### src/rtl/pbm_pkg.sv
package pbm_pkg;

    localparam int REG_W      = 8;
    localparam int N_WIN      = 4;
    localparam int KEY_W      = 2;
    localparam logic [KEY_W-1:0] KEY_A_OPEN = 2'd2;
    localparam logic [KEY_W-1:0] KEY_B_OPEN = 2'd1;

    localparam logic [7:0] OFS_LAYOUT = 8'h00;
    localparam logic [7:0] OFS_KEY_A  = 8'h02;
    localparam logic [7:0] OFS_KEY_B  = 8'h03;
    localparam logic [7:0] OFS_LOWRAM = 8'h13;
    localparam logic [7:0] OFS_WIN0   = 8'h14;

    typedef enum logic [1:0] {
        LAY_32K    = 2'd0,
        LAY_16_16  = 2'd1,
        LAY_16_8_8 = 2'd2,
        LAY_8X4    = 2'd3
    } layout_e;

    typedef struct packed {
        layout_e                          layout;
        logic [KEY_W-1:0]                 key_a;
        logic [KEY_W-1:0]                 key_b;
        logic [REG_W-1:0]                 lowram;
        logic [N_WIN-1:0][REG_W-1:0]      win;
    } cfg_t;

endpackage

### src/rtl/pbm_regs.sv
module pbm_regs
    import pbm_pkg::*;
#(
    parameter logic [15:0] REG_BASE      = 16'h5100,
    parameter int          LAST_ROM_BANK = 127
) (
    input  logic        clk,
    input  logic        rst_n,
    input  logic [15:0] addr,
    input  logic [7:0]  data,
    input  logic        wr,
    output cfg_t        cfg
);

    localparam logic [REG_W-2:0] LAST_B = LAST_ROM_BANK[REG_W-2:0];

    cfg_t cfg_d, cfg_q;
    logic page_hit;

    assign page_hit = wr && (addr[15:8] == REG_BASE[15:8]);

    always_comb begin
        cfg_d = cfg_q;
        if (page_hit) begin
            case (addr[7:0])
                OFS_LAYOUT: cfg_d.layout = layout_e'(data[1:0]);
                OFS_KEY_A:  cfg_d.key_a  = data[KEY_W-1:0];
                OFS_KEY_B:  cfg_d.key_b  = data[KEY_W-1:0];
                OFS_LOWRAM: cfg_d.lowram = data;
                default: ;
            endcase
            for (int i = 0; i < N_WIN; i++) begin
                if (addr[7:0] == OFS_WIN0 + 8'(i)) begin
                    cfg_d.win[i] = data;
                end
            end
        end
    end

    always_ff @(posedge clk) begin
        if (!rst_n) begin
            cfg_q.layout <= LAY_8X4;
            cfg_q.key_a  <= '0;
            cfg_q.key_b  <= '0;
            cfg_q.lowram <= '0;
            for (int i = 0; i < N_WIN; i++) begin
                cfg_q.win[i] <= {1'b1, LAST_B};
            end
        end else begin
            cfg_q <= cfg_d;
        end
    end

    assign cfg = cfg_q;

endmodule

### src/rtl/pbm_window_dec.sv
module pbm_window_dec
    import pbm_pkg::*;
#(
    parameter int RAM_BANK_W = 3
) (
    input  cfg_t              cfg,
    input  logic [15:0]       addr,
    output logic [REG_W-2:0]  bank,
    output logic              is_ram,
    output logic              mapped
);

    localparam int BANK_W = REG_W - 1;
    localparam int SEL_W  = $clog2(N_WIN);

    logic [1:0]        quarter;
    logic [SEL_W-1:0]  sel;
    logic [1:0]        span;
    logic [REG_W-1:0]  reg_v;
    logic [BANK_W-1:0] base;

    assign quarter = addr[14:13];

    always_comb begin
        sel  = '0;
        span = 2'd0;
        case (cfg.layout)
            LAY_32K: begin
                sel  = SEL_W'(N_WIN - 1);
                span = 2'd2;
            end
            LAY_16_16: begin
                sel  = quarter[1] ? SEL_W'(N_WIN - 1) : SEL_W'(1);
                span = 2'd1;
            end
            LAY_16_8_8: begin
                if (!quarter[1]) begin
                    sel  = SEL_W'(1);
                    span = 2'd1;
                end else begin
                    sel  = SEL_W'(quarter);
                    span = 2'd0;
                end
            end
            default: begin
                sel  = SEL_W'(quarter);
                span = 2'd0;
            end
        endcase
    end

    assign reg_v = cfg.win[sel];
    assign base  = reg_v[BANK_W-1:0];

    always_comb begin
        bank   = '0;
        is_ram = 1'b0;
        mapped = 1'b0;
        if (addr[15]) begin
            mapped = 1'b1;
            case (span)
                2'd2:    bank = {base[BANK_W-1:2], quarter};
                2'd1:    bank = {base[BANK_W-1:1], quarter[0]};
                default: bank = base;
            endcase
            is_ram = (sel != SEL_W'(N_WIN - 1)) && !reg_v[REG_W-1];
        end else if (addr[15:13] == 3'b011) begin
            mapped = 1'b1;
            is_ram = 1'b1;
            bank   = BANK_W'(cfg.lowram[RAM_BANK_W-1:0]);
        end
    end

endmodule

### src/rtl/pbm_write_gate.sv
module pbm_write_gate
    import pbm_pkg::*;
(
    input  logic [KEY_W-1:0] key_a,
    input  logic [KEY_W-1:0] key_b,
    input  logic             wr,
    input  logic             is_ram,
    input  logic             mapped,
    output logic             we
);

    logic unlocked;

    assign unlocked = (key_a == KEY_A_OPEN) && (key_b == KEY_B_OPEN);
    assign we       = wr && mapped && is_ram && unlocked;

endmodule

### src/rtl/prog_bank_mapper.sv
module prog_bank_mapper #(
    parameter logic [15:0] REG_BASE      = 16'h5100,
    parameter int          RAM_BANK_W    = 3,
    parameter int          LAST_ROM_BANK = 127
) (
    input  logic                        clk,
    input  logic                        rst_n,
    input  logic [15:0]                 cpu_addr,
    input  logic [7:0]                  cpu_data,
    input  logic                        cpu_wr,
    output logic [pbm_pkg::REG_W-2:0]   bank_out,
    output logic                        bank_is_ram,
    output logic                        mem_we
);

    import pbm_pkg::*;

    cfg_t cfg;
    logic mapped;

    pbm_regs #(
        .REG_BASE      (REG_BASE),
        .LAST_ROM_BANK (LAST_ROM_BANK)
    ) u_regs (
        .clk   (clk),
        .rst_n (rst_n),
        .addr  (cpu_addr),
        .data  (cpu_data),
        .wr    (cpu_wr),
        .cfg   (cfg)
    );

    pbm_window_dec #(
        .RAM_BANK_W (RAM_BANK_W)
    ) u_dec (
        .cfg    (cfg),
        .addr   (cpu_addr),
        .bank   (bank_out),
        .is_ram (bank_is_ram),
        .mapped (mapped)
    );

    pbm_write_gate u_gate (
        .key_a  (cfg.key_a),
        .key_b  (cfg.key_b),
        .wr     (cpu_wr),
        .is_ram (bank_is_ram),
        .mapped (mapped),
        .we     (mem_we)
    );

endmodule

### config.mk
export PLATFORM = sky130hd
export DESIGN_NAME = prog_bank_mapper
export DESIGN_NICKNAME = d
export VERILOG_FILES = /design/src/rtl/pbm_pkg.sv /design/src/rtl/pbm_regs.sv /design/src/rtl/pbm_window_dec.sv /design/src/rtl/pbm_write_gate.sv /design/src/rtl/prog_bank_mapper.sv
export SDC_FILE = /design/constraint.sdc
export NUM_CORES = 1
export LEC_CHECK = 0
export BUFFER_PORTS_ARGS = -buffer_cell sky130_fd_sc_hd__buf_4
export CELL_PAD_IN_SITES_DETAIL_PLACEMENT = 0
export CELL_PAD_IN_SITES_GLOBAL_PLACEMENT = 1
export CORE_UTILIZATION = 40
export DETAILED_ROUTE_END_ITERATION = 10
export PLACE_DENSITY_LB_ADDON = 0.1
export SETUP_SLACK_MARGIN = 0.4
export SYNTH_ARGS = -nofsm -noshare
export SYNTH_HDL_FRONTEND = slang
export SYNTH_SLANG_ARGS = --single-unit
### constraint.sdc
create_clock -name clk -period 1.65 [get_ports clk]
set_input_delay 0 -clock clk [delete_from_list [all_inputs] [get_ports clk]]
set_output_delay 0 -clock clk [all_outputs]
set_load 0.05 [all_outputs]
==> summary.txt <==
Route
  • Post-route ant nets: 0
  • Final wirelength: 4745 um
  • Vias per inst: 4.997
  • # DRC: 0
  • Via count: 1654
  • Number of DRC markers in iteration 0: 53
  • DRT Pass-1 Iters: 4
  • WL/cell: 14.34 um

Layout
  • Commonest non-fill, non-tap cell in the layout: nor2b_1
  • Final non-filler cell total: 331
  • Area growth syn-to-layout: 30.75%
  • Commonest cells after routing, fill and taps aside: 41 x nor2b_1, 40 x mux2i_1, 38 x dfxtp_1
  • Max FFs per register: 40
  • Final nets: 289
  • Proportion of layout cells with a drive suffix above 1: 33.72%
  • Ant. Diodes: 0

Power and ir drop
  • Internal Power: 1.433 mW
  • Switching Share: 25.11%
  • Net switching power: 0.4803 mW
  • Comb power frac: 13.7%
  • Worst ir drop on vdd: 0.4520 mV
  • PD cells: 670.8 mW/mm^2
  • Final Power: 1.913 mW
  • Clock Power Share: 36.0%
  • Reg power frac: 50.2%
  • Static leakage: 1.237 nW

Logic synthesis
  • Post-Synthesis Cells: 214
  • Synthesized area: 0.002181 mm^2
  • FF+latch count, synth: 40
  • Cell variety after synth: 43
  • Sequential share of the synthesized area: 36.72%
  • Main area contributors after synthesis: dfxtp_1 37%, mux2i_1 18%, nor2b_1 12%, mux4_2 4.1%, mux4_1 3.6%
  • Synthesis Warnings: 0
  • Mean Syn Cell Area: 10.19 um^2
  • Mapped Nets: 243
  • Post-synth top area cell: dfxtp_1
  • Post-synth top area share: 36.72%

Place
  • Placer Congestion: 0.7801
  • Post-detail-place hpwl: 3411 um
  • Placed cell count: 314
  • IO buf count: 35

Worst hold path
  • Hold/Removal Path Class: primary input to flip-flop

Global route
  • First-pass GRT wire length: 7997 um
  • GRT Util Overall: 18.87%
  • Remaining global-route overflow: 0
  • Initial antenna violation count: 0
  • Pin count of the biggest net entering global routing: 40
  • Vias in the first global route: 1633

STA
  • Final Skew: 0 ps
  • # setup viols final: 8
  • FMAX: 532.8 MHz
  • RSZ-0062 raised after global routing: true
  • Final hold violation count: 0
  • Setup TNS: -1102 ps
  • Final slew viol count: 0
  • Normalized max-slew margin: 73.33%
  • Worst setup margin: -226.9 ps
  • Tmin final: 1877 ps
  • Worst slew pin tran: 399.3 ps
  • Part of the cycle the worst path needs: 113.8%

Worst setup path
  • Worst Setup End Kind: primary output
  • Setup CP Type: flip-flop to primary output
  • R2R Setup Slk: 840 ps
  • Crit-path max FO: 5
  • Crit path required time: 1650 ps
  • Element type at the critical path start: flip-flop
  • Worst Path Arrival: 1880 ps

Die
  • Chip Height: 75.84 um
  • Starting Density: 42.16%
  • Die width: 75.84 um
  • CORE AREA: 0.005172 mm^2
  • Die area: 0.005752 mm^2
  • Core Rows: 26
  • Ports: 36

CTS
  • CTS tree: done
  • H-tree Lvls: 2
  • CTS Buf Count: 5
  • Clock Tree Buf Depth: 2
  • Clk_lat worst skew: 290 ps
  • CTS root buf: clkbuf_8
  • Clock transition at path regs: 80 ps
  • # clock sinks: 40

Run
  • Max Cap Viol: 0

Outcome
  • Failing checks: setup timing
  • Outcome: finished, violations left
==> synthesized netlist by cell type, drive strengths merged <==
master and instances:
mux2 1, nand3b 3, nor4b 2, nand2b 2, and4b 1, and4 2, a21o 1, mux2i 40
nor3 1, or3 1, a211o 2, nand4 3, a31o 1, nor4bb 1, dfxtp 40, nor2 13
and2 4, nor3b 3, nand3 2, ha 2, and3b 1, o22ai 2, and2b 1, clkbuf 7
inv 5, o31a 1, nand2 16, o21ai 1, mux4 7, a21oi 1, a22o 1, buf 5
nor2b 41
==> layout make-up <==
cell class | count | area (um^2)
clock buffer | 6 | 82.58
clock inverter | 2 | 13.76
fill | 485 | 2321
inverter | 5 | 21.27
multi-input combinational | 157 | 1385
sequential | 40 | 808.3
tap | 70 | 87.58
timing repair buffer | 51 | 452.9
==> per-layer routing <==
| layer | vias up | global-route usage (%) | wire length, um | part of all wire [%] |
|---|---|---|---|---|
| li1 | 838 | - | - | - |
| met1 | 793 | 25.82 | 2358 | 50 |
| met2 | 17 | 30.29 | 2244 | 47 |
| met3 | 6 | 4.101 | 101 | 2.1 |
| met4 | 0 | 4.733 | 41 | 0.86 |
| met5 | - | 0 | 0 | 0 |
==> worst paths after layout <==
kind / cells after the start / end / start
setup / recovery: 8 / bank_out[0] / u_regs.cfg[45]
hold / removal: 3 / u_regs.cfg[3] / cpu_data[3]
hold reg to reg: 2 / u_regs.cfg[42] / u_regs.cfg[42]
setup reg to reg: 3 / u_regs.cfg[44] / u_regs.cfg[44]
==> power groups by stage <==
stage	logic (mW)	registers [mW]	clock network (mW)
after floorplan	0.136	0.984	0
after global placement	0.236	0.984	0
after detailed placement	0.235	0.984	0
after CTS	0.262	0.961	0.709
after global routing	0.282	0.961	0.744
final	0.263	0.961	0.689
==> kinds of logic (layout without fill, tap and decap cells) <==
group                    after synthesis  count (layout)  share of synthesized area, %
multiplexers                          48              48                         26.62
buffers and inverters                 17              64                         4.188
AND/OR/NAND/NOR                       97              97                         27.94
adder cells (fa/ha/maj)                2               2                         1.147
flip-flops                            40              40                         36.72
AO/OA/AOI/OAI                         10              10                         3.385
==> metrics by stage <==
step / worst slack (ps) / instance area (um^2) / util (%) / hold slack (ps)
after floorplan: 166.9 / 2283 / - / 138.8
after CTS: -225.5 / 2838 / 54.86 / 2.010
final: -226.9 / 2851 / 55.13 / 6.780
after detailed placement: -18.47 / 2614 / 50.53 / 275.5
after global placement: -1.059 / 2614 / 50.53 / 273.6
after global routing: -305.5 / 2851 / 55.13 / 16.61
==> critical path, cell delays in order, from the launching register on <==
cell     delay [ps]
dfxtp_4         390
mux2_4          340
inv_4            60
ha_4            120
nor2_1           30
o31a_1          260
nor2_1          130
a31o_4          120
buf_8           130
==> timing repair <==
| item | in CTS | in global routing |
|---|---|---|
| endpoints found under the setup margin | 9 | 16 |
| hold buffers | 5 | 0 |
| endpoints found under the hold margin | 9 | 0 |
| gates resized for setup | 15 | 4 |
| buffers inserted | 4 | 0 |
| pin swaps | 5 | 4 |
Power figures use the tool's default switching activity.
